$ cat config.mk
export PLATFORM = sky130hd
export DESIGN_NAME = can_ctl0_reg
export DESIGN_NICKNAME = d
export VERILOG_FILES = /design/src/rtl/canctl_pkg.sv /design/src/rtl/ctl_reg_bits.sv /design/src/rtl/stamp_timer.sv /design/src/rtl/can_ctl0_reg.sv
export SDC_FILE = /design/constraint.sdc
export NUM_CORES = 1
export LEC_CHECK = 0
export ABC_CLOCK_PERIOD_IN_PS = 2020
export BUFFER_PORTS_ARGS = -buffer_cell sky130_fd_sc_hd__buf_2
export CAP_MARGIN = 20
export CORE_MARGIN = 3
export CORE_UTILIZATION = 25
export CTS_CLUSTER_SIZE = 40
export DETAILED_ROUTE_END_ITERATION = 8
export RECOVER_POWER = 50
export SYNTH_ARGS = -nofsm -noshare
export SYNTH_HDL_FRONTEND = slang
export SYNTH_HIERARCHICAL = 1
export SYNTH_SLANG_ARGS = --single-unit
$ cat constraint.sdc
create_clock -name clk -period 2.02 [get_ports clk]
set_input_delay 0.404 -clock clk [delete_from_list [all_inputs] [get_ports clk]]
set_output_delay 0.404 -clock clk [all_outputs]
set_load 0.01 [all_outputs]
$ cat src/rtl/canctl_pkg.sv
package canctl_pkg;

  // Bit positions in the register view (the CPU decodes these)
  localparam int unsigned RXF_POS    = 7;
  localparam int unsigned RXBUSY_POS = 6;
  localparam int unsigned STOPW_POS  = 5;
  localparam int unsigned SYNC_POS   = 4;
  localparam int unsigned TMREN_POS  = 3;
  localparam int unsigned WAKE_POS   = 2;
  localparam int unsigned SLEEP_POS  = 1;
  localparam int unsigned INIT_POS   = 0;

  // Stored (non-mirror) bits of the register
  typedef struct packed {
    logic rx_flag;
    logic stop_wait;
    logic tmr_en;
    logic wake_en;
    logic sleep_req;
    logic init_req;
  } ctl_state_t;

  localparam ctl_state_t CTL_RESET = '{rx_flag: 1'b0, stop_wait: 1'b0,
                                       tmr_en: 1'b0, wake_en: 1'b0,
                                       sleep_req: 1'b0, init_req: 1'b1};

  function automatic logic [7:0] view_byte(ctl_state_t s, logic busy, logic sync);
    logic [7:0] v;
    v              = '0;
    v[RXF_POS]     = s.rx_flag;
    v[RXBUSY_POS]  = busy;
    v[STOPW_POS]   = s.stop_wait;
    v[SYNC_POS]    = sync;
    v[TMREN_POS]   = s.tmr_en;
    v[WAKE_POS]    = s.wake_en;
    v[SLEEP_POS]   = s.sleep_req;
    v[INIT_POS]    = s.init_req;
    return v;
  endfunction

endpackage

$ cat src/rtl/ctl_reg_bits.sv
module ctl_reg_bits
  import canctl_pkg::*;
(
  input  logic       clk,
  input  logic       rst_n,
  input  logic       wr_en,
  input  logic [7:0] wdata,
  input  logic       frame_ok,
  input  logic       init_ack,
  output ctl_state_t st,
  output logic       init_mode
);

  logic open_wr;
  logic unused_ro_bits;

  assign init_mode      = st.init_req & init_ack;
  // Held bits accept writes only once request and acknowledge are both low
  assign open_wr        = ~st.init_req & ~init_ack;
  assign unused_ro_bits = wdata[RXBUSY_POS] ^ wdata[SYNC_POS];

  always_ff @(posedge clk) begin
    if (!rst_n) begin
      st <= CTL_RESET;
    end else begin
      if (wr_en) begin
        st.wake_en   <= wdata[WAKE_POS];
        st.sleep_req <= wdata[SLEEP_POS];
        st.init_req  <= wdata[INIT_POS];
      end
      if (init_mode) begin
        st.rx_flag   <= 1'b0;
        st.stop_wait <= 1'b0;
        st.tmr_en    <= 1'b0;
      end else begin
        if (wr_en && open_wr) begin
          st.stop_wait <= wdata[STOPW_POS];
          st.tmr_en    <= wdata[TMREN_POS];
        end
        if (frame_ok)
          st.rx_flag <= 1'b1;
        else if (wr_en && open_wr && wdata[RXF_POS])
          st.rx_flag <= 1'b0;
      end
    end
  end

  assert_flag_set_R2: assert property (@(posedge clk) disable iff (!rst_n)
    (frame_ok && !init_mode) |=> st.rx_flag);

  assert_flag_clear_R3: assert property (@(posedge clk) disable iff (!rst_n)
    (wr_en && open_wr && wdata[RXF_POS] && !frame_ok) |=> !st.rx_flag);

  assert_flag_sticky_R2: assert property (@(posedge clk) disable iff (!rst_n)
    (st.rx_flag && !wr_en && !init_mode) |=> st.rx_flag);

  assert_init_hold_R5: assert property (@(posedge clk) disable iff (!rst_n)
    init_mode |=> (!st.rx_flag && !st.stop_wait && !st.tmr_en));

  assert_locked_R5: assert property (@(posedge clk) disable iff (!rst_n)
    (!open_wr && !init_mode) |=> ($stable(st.tmr_en) && $stable(st.stop_wait)));

endmodule

$ cat src/rtl/stamp_timer.sv
module stamp_timer #(
  parameter int unsigned CNT_W = 16
) (
  input  logic             clk,
  input  logic             rst_n,
  input  logic             run,
  input  logic             tick,
  input  logic             eof,
  output logic             stamp_wr,
  output logic [CNT_W-1:0] stamp
);

  localparam int unsigned LANES = CNT_W / 8;

  logic [CNT_W-1:0] cnt;
  logic             take;

  assign take = eof & run;

  always_ff @(posedge clk) begin
    if (!rst_n)     cnt <= '0;
    else if (!run)  cnt <= '0;
    else if (tick)  cnt <= cnt + CNT_W'(1);
  end

  always_ff @(posedge clk) begin
    if (!rst_n) stamp_wr <= 1'b0;
    else        stamp_wr <= take;
  end

  // One capture register per buffer byte lane
  for (genvar g = 0; g < LANES; g++) begin : g_lane
    always_ff @(posedge clk) begin
      if (!rst_n)    stamp[g*8 +: 8] <= '0;
      else if (take) stamp[g*8 +: 8] <= cnt[g*8 +: 8];
    end
  end

  assert_off_zero_R6: assert property (@(posedge clk) disable iff (!rst_n)
    !run |=> (cnt == '0));

  assert_step_R6: assert property (@(posedge clk) disable iff (!rst_n)
    (run && tick) |=> (cnt == $past(cnt) + CNT_W'(1)));

  assert_idle_R6: assert property (@(posedge clk) disable iff (!rst_n)
    (run && !tick) |=> $stable(cnt));

  assert_strobe_R7: assert property (@(posedge clk) disable iff (!rst_n)
    stamp_wr |-> $past(eof && run));

  assert_stamp_val_R7: assert property (@(posedge clk) disable iff (!rst_n)
    take |=> (stamp == $past(cnt)));

endmodule

$ cat src/rtl/can_ctl0_reg.sv
module can_ctl0_reg
  import canctl_pkg::*;
#(
  parameter int unsigned CNT_W = 16
) (
  input  logic       clk,
  input  logic       rst_n,
  input  logic       bus_wr,
  input  logic [7:0] bus_wdata,
  output logic [7:0] bus_rdata,
  input  logic       eng_rx_busy,
  input  logic       eng_synced,
  input  logic       eng_frame_ok,
  input  logic       eng_eof,
  input  logic       bit_tick,
  input  logic       init_ack,
  input  logic       wait_mode,
  output logic       init_req_o,
  output logic       wake_en_o,
  output logic       sleep_req_o,
  output logic       clk_gate_req,
  output logic       stamp_wr,
  output logic [7:0] stamp_hi_0e,
  output logic [7:0] stamp_lo_0f
);

  ctl_state_t       st;
  logic             init_mode;
  logic [CNT_W-1:0] stamp;

  ctl_reg_bits u_bits (
    .clk       (clk),
    .rst_n     (rst_n),
    .wr_en     (bus_wr),
    .wdata     (bus_wdata),
    .frame_ok  (eng_frame_ok),
    .init_ack  (init_ack),
    .st        (st),
    .init_mode (init_mode)
  );

  stamp_timer #(.CNT_W(CNT_W)) u_timer (
    .clk      (clk),
    .rst_n    (rst_n),
    .run      (st.tmr_en),
    .tick     (bit_tick),
    .eof      (eng_eof),
    .stamp_wr (stamp_wr),
    .stamp    (stamp)
  );

  // Status mirrors read as reset value while initialization mode is active
  assign bus_rdata    = view_byte(st, eng_rx_busy & ~init_mode, eng_synced & ~init_mode);
  assign init_req_o   = st.init_req;
  assign wake_en_o    = st.wake_en;
  assign sleep_req_o  = st.sleep_req;
  assign clk_gate_req = st.stop_wait & wait_mode;
  assign stamp_hi_0e  = stamp[CNT_W-1 -: 8];
  assign stamp_lo_0f  = stamp[7:0];

  assert_gate_R8: assert property (@(posedge clk) disable iff (!rst_n)
    clk_gate_req |-> (wait_mode && bus_rdata[STOPW_POS]));

  assert_ro_init_R4: assert property (@(posedge clk) disable iff (!rst_n)
    init_mode |-> (bus_rdata[RXBUSY_POS] == 1'b0 && bus_rdata[SYNC_POS] == 1'b0));

endmodule

==> impl_metrics.csv, run 1 <==
group,metric,value,unit
yosys,avgSynthCellArea,8.959,sq um
yosys,synth-seq-cells,39,
sta,final.setup.tns,0,ns
floorplan,num_rows,29,
pwr,seqPwrFrac,51.4,%
yosys,synth_top_area_cell,"dfxtp_1",
global_routing,grt.total_usage,9.677,%
job,drv_cap,0,
setup_path,cp_max_fo,10,
cts,post-cts-setup-buffers,0,
pwr,cell_internal_pwr,1.206,mW
setup_path,rr_startpoint,"u_timer/cnt[2]",
setup_path,critPathCaptureType,"flop",
final_layout,drive_gt1_share,14.59,%
setup_path,cp-start-kind,"flop",
drt,route.detailed.drc,0,
sta,fin_crit,1.659,ns
place,io_buffers,44,
final_layout,layout-area-overhead-vs-synth,18.09,%
drt,drt-total-wl,3607,microns
cts,clock_latency,0.29,ns
drt,vias_per_cell,4.539,
yosys,synth_fp_nets,212,
yosys,synth_flop_cell,"dfxtp_1",
global_routing,grt_first_pass_wirelength,6044,microns
yosys,synth_area_leaders,"dfxtp_1 45%, nand2_1 10%, a21boi_0 6.5%",
yosys,ys_seq_area_share,45.15,%
drt,routed-via-count,1407,
yosys,syn_inst,193,
setup_path,critical_path_class,"reg -> reg",
pwr,p_per_area,742.3,nW/um^2
drt,antenna_left,0,
place,post_dp_cell_area,1972,sq um
floorplan,initial_utilization,26.48,%
floorplan,core,6531,sq um
drt,wl_per_cell,11.64,microns
cts,clkTransAtPathRegs,0.08,ns
place,hpwl,2589,microns
final_layout,finalInstanceArea,2042,sq um
yosys,synth.most_common_cell,"nand2_1",
yosys,syn-cell-area,1729,sq um
pwr,clkPwrFrac,44.2,%
cts,cts_max_level,2,
sta,slew-limit-headroom,60.90,%
global_routing,antenna_found_initial,0,
global_routing,grt_pass1_vias,1275,
min_path,min-delay-start,"bus_wdata[0]",
cts,cts-root-buf,"clkbuf_8",
global_routing,grt_max_degree,17,
drt,drt-pass1-iter-count,4,
pwr,ir_drop,0.0003533,V
floorplan,die_area,7950,sq um
cts,cts_sinks,39,
setup_path,cp.required,2.24,ns
pwr,netSwitchingFraction,20.44,%
cts,cts_buffer_depth,2,
min_path,hp-class,"in -> reg",
yosys,yosys-top-cells-count,"46 x nand2_1, 39 x dfxtp_1, 15 x a21boi_0, 9 x a21oi_1, 9 x mux2i_1",
cts,ctsHoldBuffers,0,
run_status,status,"finished, final reports clean",
yosys,ys_types,35,
floorplan,io_pins,47,
yosys,async_flop_share,0,%
drt,dr.first_iter.drc_count,62,
cts,cts_tree,"yes",
sta,finalHoldViolCount,0,
sta,worst_pin_slew,0.5851,ns
sta,setup_viol,0,
final_layout,diodes,0,
floorplan,die_y,89.17,microns
sta,fin_skew,0.005507,ns
sta,rsz0062_at_grt,"no",
sta,max_freq,602.6,MHz
floorplan,fp.dieW,89.17,microns
yosys,ys_warn_count,6,
sta,timing.final.max_slew_violations,0,
pwr,comb_power_share,4.4,%
setup_path,cp-startpoint,"u_timer/cnt[2]",
pwr,p_sw,0.3098,mW
setup_path,worstPathArrival,1.88,ns
global_routing,overflow,0,
yosys,synth_edf_count,0,
place,place_congestion,0.7724,
sta,finalCritPeriodShare,82.15,%
yosys,synth_top_area_share,45.15,%
cts,cts_buffers,5,
final_layout,fin_nets,251,
pwr,leakage,0.6666,nW
cts,cts_resized,0,
state kept, by name, indices dropped and copies added (netlist names):
name / count
u_timer/stamp_wr: 1
u_bits/st: 6
u_timer/cnt: 16
u_timer/stamp: 16
per-stage QoR:
stage | instances | worst slack [ns] | total power [mW] | utilization (%) | hold WS (ns)
detailed placement | 302 | 0.4273 | 0.8678 | 30.19 | 0.4525
floorplan | 193 | 0.5648 | 0.8399 | - | 0.4429
global placement | 302 | 0.4316 | 0.8674 | 30.19 | 0.4517
CTS | 310 | 0.3887 | 1.553 | 31.99 | 0.3301
global route | 310 | 0.1849 | 1.585 | 31.26 | 0.3673
finish | 310 | 0.3606 | 1.516 | 31.26 | 0.3472
kinds of logic (layout without fill, tap and decap cells):
kind of cell	Yosys count	after routing	synth area share, %
simple gates	93	93	29.23
flops	39	39	45.15
compound gates	33	33	12.74
buf+inv	14	54	4.920
mux	9	9	5.210
xor+xnor	4	4	2.026
fa+ha+maj	1	1	0.7235
worst max-delay path, stage by stage, from the launching register on:
cell	delay, ns
dfxtp_1	0.45
nand4_1	0.39
or4_1	0.61
a21oi_1	0.14
metal layers:
metal | global-route usage [%] | wire, microns | vias to the layer above
met4 | 3.789 | 38 | 0
li1 | - | - | 743
met3 | 3.226 | 254 | 3
met2 | 14.07 | 1476 | 38
met5 | 0 | 0 | -
met1 | 13.19 | 1839 | 623
worst paths after layout:
kind	endpoint	slack (ns)	cells past startpoint
worst max-delay path	u_timer/cnt[9]	0.36	3
worst min register to register	u_timer/stamp[14]	0.46	2
worst min-delay path	u_bits/st[0]	0.35	3
worst max register to register	u_timer/cnt[9]	0.36	3
cell usage in the layout, fill, tap and decap left out, types with 2 or more instances in the layout:
cell type,n
nor2_1,5
nand4_1,5
o21a_1,2
clkbuf_8,6
a21oi_1,9
nand2b_1,5
and2_1,4
o21ai_0,2
nand3b_1,2
a21boi_0,15
nand3_1,2
o31ai_1,4
mux2i_1,9
nand3_2,2
or4_1,4
nor4_1,5
buf_2,21
dfxtp_1,39
nand2_1,46
nor3b_1,3
clkbuf_1,24
nor2b_1,4
xor2_1,3
layout make-up:
| cell class | count | area, sq um |
|---|---|---|
| clock inverter | 2 | 35.03 |
| multi-input combinational | 140 | 848.3 |
| fill | 732 | 4489 |
| clock buffer | 6 | 82.58 |
| sequential | 39 | 780.7 |
| inverter | 1 | 3.754 |
| tap | 77 | 96.34 |
| timing repair buffer | 45 | 195.2 |
power by group through the flow:
stage / clock network [mW] / logic [mW] / registers [mW]
floorplan: 0 / 0.0407 / 0.799
global placement: 0 / 0.0705 / 0.797
detailed placement: 0 / 0.0708 / 0.797
CTS: 0.704 / 0.0708 / 0.779
global route: 0.730 / 0.0750 / 0.780
finish: 0.670 / 0.0663 / 0.779
(Power assumes the default switching activity.)
==> run 2: changes to the inputs <==
--- a/config.mk
+++ b/config.mk
@@ -5,7 +5,8 @@
 export SDC_FILE = /design/constraint.sdc
 export NUM_CORES = 1
 export LEC_CHECK = 0
-export ABC_CLOCK_PERIOD_IN_PS = 2020
+export ABC_AREA = 1
+export ABC_CLOCK_PERIOD_IN_PS = 1400
 export BUFFER_PORTS_ARGS = -buffer_cell sky130_fd_sc_hd__buf_2
 export CAP_MARGIN = 20
 export CORE_MARGIN = 3
==> constraint.sdc (replaced) <==
create_clock -name clk -period 1.4 [get_ports clk]
set_input_delay 0.28 -clock clk [delete_from_list [all_inputs] [get_ports clk]]
set_output_delay 0.28 -clock clk [all_outputs]
set_load 0.01 [all_outputs]
==> impl_metrics.csv, run 2 <==
group,metric,value,unit
run_status,status,"finished, final reports clean",
floorplan,initial_utilization,26.79,%
setup_path,cpMaxStageDelayCell,"dfxtp_2",
floorplan,io_pins,47,
sta,fin_crit,1.267,ns
cts,cts_sinks,39,
final_layout,final_common_cell,"nor2_1",
setup_path,cp_max_fo,6,
cts,clkTransAtPathRegs,0.07,ns
drt,dr.first_iter.drc_count,73,
setup_path,r2r_setup_slack,0.13,ns
floorplan,num_rows,28,
drt,route.detailed.drc,0,
cts,cts_max_level,2,
global_routing,antenna_found_initial,0,
yosys,synth-seq-cells,39,
setup_path,cpPeakStageDelay,0.37,ns
min_path,holdPathStages,3,
cts,cts_buffers,5,
min_path,min-delay-start,"bus_wdata[1]",
yosys,syn_inst,232,
min_path,hp-class,"in -> reg",
final_layout,fin_nets,297,
drt,wl_per_cell,10.54,microns
drt,vias_per_cell,4.308,
global_routing,grt_pass1_vias,1442,
sta,final.setup.tns,0,ns
pwr,leakage,0.7956,nW
final_layout,final_util,32.59,%
global_routing,overflow,0,
setup_path,rr_startpoint,"u_timer/cnt[0]",
setup_path,critical_path_class,"reg -> reg",
final_layout,fillers,696,
yosys,yosys-top-cells-count,"48 x nor2_1, 39 x dfxtp_1, 35 x nand2_1, 27 x inv_1, 25 x o21ai_0",
drt,drt-total-wl,3732,microns
setup_path,critPathCaptureType,"flop",
yosys,synth_area_leaders,"dfxtp_1 47%, nor2_1 11%, nand2_1 8.0%",
yosys,synth_edf_count,0,
sta,fin_skew,0.002863,ns
place,hpwl,2772,microns
yosys,synth_top_area_share,47.27,%
global_routing,grt_first_pass_wirelength,6251,microns
final_layout,drive_gt1_share,15.77,%
cts,clock_latency,0.29,ns
sta,finalCritPeriodShare,90.48,%
sta,max_freq,789.4,MHz
final_layout,largestRegisters,"u_timer/cnt (16), u_timer/stamp (16), u_bits/st (6)",
setup_path,worstPathArrival,1.45,ns
sta,worst_pin_slew,0.3552,ns
yosys,ys_seq_area_share,47.27,%
setup_path,cp.required,1.58,ns
final_layout,layout-area-overhead-vs-synth,21.67,%
cts,cts-root-buf,"clkbuf_8",
drt,antenna_left,0,
setup_path,cp_cell_sequence,"ha_2 -> nand2_1 -> nor2_4 -> nand3_1 -> o21ai_0 -> nor2_1",
drt,drt-pass1-iter-count,4,
cts,ctsHoldBuffers,0,
sta,setup_viol,0,
pwr,p_per_area,1032,nW/um^2
floorplan,core,6166,sq um
yosys,ys_warn_count,6,
yosys,avgSynthCellArea,7.119,sq um
pwr,ir_drop,0.0004342,V
yosys,synth_top_area_cell,"dfxtp_1",
sta,slew-limit-headroom,76.26,%
yosys,syn-cell-area,1652,sq um
yosys,ys_types,21,
final_layout,mostFrequentLayoutCells,"49 x nor2_1, 36 x nand2_1, 36 x dfxtp_1",
sta,timing.final.max_slew_violations,0,
global_routing,grt_max_degree,14,
yosys,async_flop_share,0,%
yosys,synth.most_common_cell,"nor2_1",
drt,routed-via-count,1525,
setup_path,reg2reg_depth,6,
sta,rsz0062_at_grt,"no",
setup_path,cp-start-kind,"flop",
sta,finalHoldViolCount,0,
floorplan,die_y,87.28,microns
place,io_buffers,44,
setup_path,r2r_end,"u_timer/cnt[12]",
min_path,hold_path_end,"u_bits/st[1]",
cts,cts_tree,"yes",
floorplan,die_area,7618,sq um
place,place_congestion,0.7939,
yosys,synth_flop_cell,"dfxtp_1",
yosys,synth_fp_nets,251,
cts,cts_buffer_depth,2,
global_routing,grt.total_usage,10.22,%
final_layout,diodes,0,
job,drv_cap,0,
floorplan,fp.dieW,87.28,microns
[run 2: repair_timing]
item	4_1_cts	5_1_grt
setup buffers	0	0
resized for setup	0	4
setup endpoints to repair	0	5
[run 2: through the flow]
step	hold WS [ns]	setup WS, ns	std cells	total power [mW]	instance area [sq um]
after CTS	0.2065	0.06550	354	2.116	2037
final	0.2163	0.1333	354	2.073	2009
after detailed placement	0.4574	0.07894	346	1.285	1937
after global routing	0.2096	0.008094	354	2.174	2009
after global placement	0.4487	0.1110	346	1.284	1937
after floorplan	0.3641	0.2327	232	1.234	1652
[run 2: worst max path at each step]
stage | start | slack (ns) | cells after the start | to
6_report | u_timer/cnt[0] | 0.13 | 6 | u_timer/cnt[12]
5_1_grt | u_timer/cnt[3] | 0.008 | 5 | u_timer/cnt[12]
4_1_cts | u_bits/st[0] | 0.07 | 4 | bus_rdata[4]
3_5_place_dp | u_timer/cnt[0] | 0.08 | 6 | u_timer/cnt[14]
3_3_place_gp | u_timer/cnt[0] | 0.11 | 6 | u_timer/cnt[14]
2_1_floorplan | u_timer/cnt[0] | 0.23 | 6 | u_timer/cnt[14]
[run 2: layer usage]
layer | GRT usage, % | routed length, microns | vias to the layer above
met5 | 0 | 0 | -
met2 | 17.19 | 1663 | 36
li1 | - | - | 817
met3 | 4.068 | 308 | 5
met1 | 11.78 | 1711 | 667
met4 | 3.347 | 48 | 0
[run 2: kinds of logic after synthesis]
logic type	Yosys count	share of synthesized area [%]
adder cells (fa/ha/maj)	1	0.7575
XOR/XNOR	1	0.5304
AO/OA/AOI/OAI	45	13.79
flip-flops	39	47.27
AND/OR/NAND/NOR	109	27.95
buffers and inverters	37	9.697
[run 2: power by group]
group	total [mW]	switching, mW	internal (mW)
combinational	0.118	0.0694	0.0481
sequential	1.14	0.0103	1.13
clock	0.820	0.370	0.449
total	2.07	0.450	1.62
[run 2: final cells by class]
type | count | area, sq um | area share [%]
flip-flops and latches | 39 | 784.5 | 39.04
inverters | 29 | 108.9 | 5.417
repair buffers | 47 | 214.0 | 10.65
clock buffers | 8 | 100.1 | 4.981
multi-input cells | 156 | 708.2 | 35.24
well taps | 75 | 93.84 | 4.670
[run 2: critical path, delay by kind of cell (launching register included)]
family / cells / cell delay (ns)
AND/OR/NAND/NOR: 4 / 0.41
flip-flops: 1 / 0.37
adder cells (fa/ha/maj): 1 / 0.21
AO/OA/AOI/OAI: 1 / 0.17
==> run 3: changes to the inputs <==
--- a/config.mk
+++ b/config.mk
@@ -7,7 +7,7 @@
 export LEC_CHECK = 0
 export ABC_AREA = 1
 export ABC_CLOCK_PERIOD_IN_PS = 1400
-export BUFFER_PORTS_ARGS = -buffer_cell sky130_fd_sc_hd__buf_2
+export BUFFER_PORTS_ARGS = -buffer_cell sky130_fd_sc_hd__buf_4
 export CAP_MARGIN = 20
 export CORE_MARGIN = 3
 export CORE_UTILIZATION = 25
==> impl_metrics.csv, run 3 (same netlist as run 2, synthesis figures left out) <==
group,metric,value,unit
sta,timing.final.max_slew_violations,0,
place,place_congestion,0.8540,
cts,cts_max_level,2,
drt,wl_met1,1756,microns
floorplan,initial_utilization,26.79,%
setup_path,critical_path_class,"reg -> reg",
floorplan,die_area,7618,sq um
drt,vias_per_cell,4.376,
pwr,p_per_area,1014,nW/um^2
sta,setup_viol,0,
sta,slew-limit-headroom,73.93,%
global_routing,overflow,0,
final_layout,diodes,0,
drt,route.detailed.drc,0,
floorplan,fp.dieW,87.28,microns
final_layout,multi_input_area,705.7,sq um
drt,wl_per_cell,10.74,microns
final_layout,layout-area-overhead-vs-synth,24.47,%
cts,cts_buffers,5,
global_routing,grt_pass1_vias,1347,
sta,fin_crit,1.270,ns
drt,drt-pass1-iter-count,4,
setup_path,worstPathArrival,1.45,ns
final_layout,fillers,677,
sta,rsz0062_at_grt,"no",
floorplan,num_rows,28,
sta,finalCritPeriodShare,90.72,%
cts,post-cts-setup-buffers,0,
place,hpwl,2828,microns
setup_path,cp_cell_sequence,"ha_1 -> nand2_1 -> nor2_4 -> nand3_1 -> o21ai_0 -> nor2_1",
cts,cts_sinks,39,
cts,ctsHoldBuffers,0,
global_routing,grt.total_usage,10.16,%
global_routing,antenna_found_initial,0,
setup_path,cp.required,1.58,ns
job,drv_cap,0,
cts,cts_resized,0,
sta,max_freq,787.3,MHz
sta,worst_pin_slew,0.3901,ns
final_layout,mostFrequentLayoutCells,"49 x nor2_1, 36 x nand2_1, 36 x dfxtp_1",
place,io_buffers,44,
pwr,ir_drop,0.0004399,V
global_routing,grt_max_degree,15,
floorplan,core,6166,sq um
setup_path,cpPeakStageDelay,0.36,ns
run_status,status,"finished, final reports clean",
cts,cts_tree,"yes",
setup_path,cp-start-kind,"flop",
drt,antenna_left,0,
drt,drt-total-wl,3801,microns
drt,top_layer,"met4",
final_layout,drive_gt1_share,15.05,%
sta,finalHoldViolCount,0,
setup_path,cp_max_fo,6,
sta,fin_skew,0.003278,ns
final_layout,final_common_cell,"nor2_1",
floorplan,die_y,87.28,microns
drt,dr.first_iter.drc_count,69,
sta,hold_ws,0.2125,ns
cts,clkTransAtPathRegs,0.07,ns
drt,dr_wl_met3,340,microns
min_path,hp-class,"in -> reg",
sta,final.setup.tns,0,ns
cts,cts_buffer_depth,2,
drt,met2_wirelength,1682,microns
setup_path,cpMaxStageDelayCell,"dfxtp_2",
pwr,leakage,0.8121,nW
drt,routed-via-count,1549,
global_routing,grt_first_pass_wirelength,6147,microns
final_layout,regArea,784.5,sq um
final_layout,fin_nets,297,
setup_path,critPathCaptureType,"flop",
floorplan,io_pins,47,
cts,cts-root-buf,"clkbuf_8",
cts,clock_latency,0.28,ns
final_layout,largestRegisters,"u_timer/cnt (16), u_timer/stamp (16), u_bits/st (6)",
[run 3: path summary, 6_finish.rpt]
| kind | to | start | cells past startpoint | slack [ns] |
|---|---|---|---|---|
| max | u_timer/cnt[14] | u_timer/cnt[0] | 6 | 0.13 |
| min | u_bits/st[2] | bus_wdata[2] | 3 | 0.21 |
| max reg2reg | u_timer/cnt[14] | u_timer/cnt[0] | 6 | 0.13 |
| min reg2reg | u_bits/st[5] | u_bits/st[5] | 2 | 0.47 |
[run 3: where the power goes]
| part | switching (mW) | leakage (nW) | total (mW) | internal (mW) |
|---|---|---|---|---|
| sequential | 0.0104 | 0.316 | 1.14 | 1.13 |
| clock | 0.365 | 0.0515 | 0.814 | 0.449 |
| combinational | 0.0706 | 0.444 | 0.134 | 0.0630 |
| total | 0.446 | 0.812 | 2.08 | 1.64 |
[run 3: metrics by stage]
stage / instance area [sq um] / power [mW] / instances / util [%] / setup slack [ns]
finish: 2056 / 2.084 / 354 / 33.34 / 0.1299
global route: 2056 / 2.190 / 354 / 33.34 / 0.03341
CTS: 2147 / 2.134 / 354 / 34.82 / 0.05623
detailed placement: 2047 / 1.313 / 346 / 33.20 / 0.09539
global placement: 2047 / 1.311 / 346 / 33.20 / 0.1167
floorplan: 1652 / 1.234 / 232 / - / 0.2327
[run 3: per-layer routing]
layer | track usage (%) | vias up
met1 | 12.01 | 670
met5 | 0 | -
li1 | - | 831
met3 | 3.500 | 2
met2 | 16.92 | 46
met4 | 3.766 | 0
[run 3: cell type report]
type                       count  area share (%)
multi-input combinational    156           34.33
inverter                      29           5.295
clock buffer                   8           4.869
tap                           75           4.565
sequential                    39           38.16
timing repair buffer          47           12.78
[run 3: worst max-delay path: cells and delay by family (launching register included)]
family / cells / cell delay [ns]
compound gates: 1 / 0.16
fa+ha+maj: 1 / 0.20
flops: 1 / 0.36
simple gates: 4 / 0.45
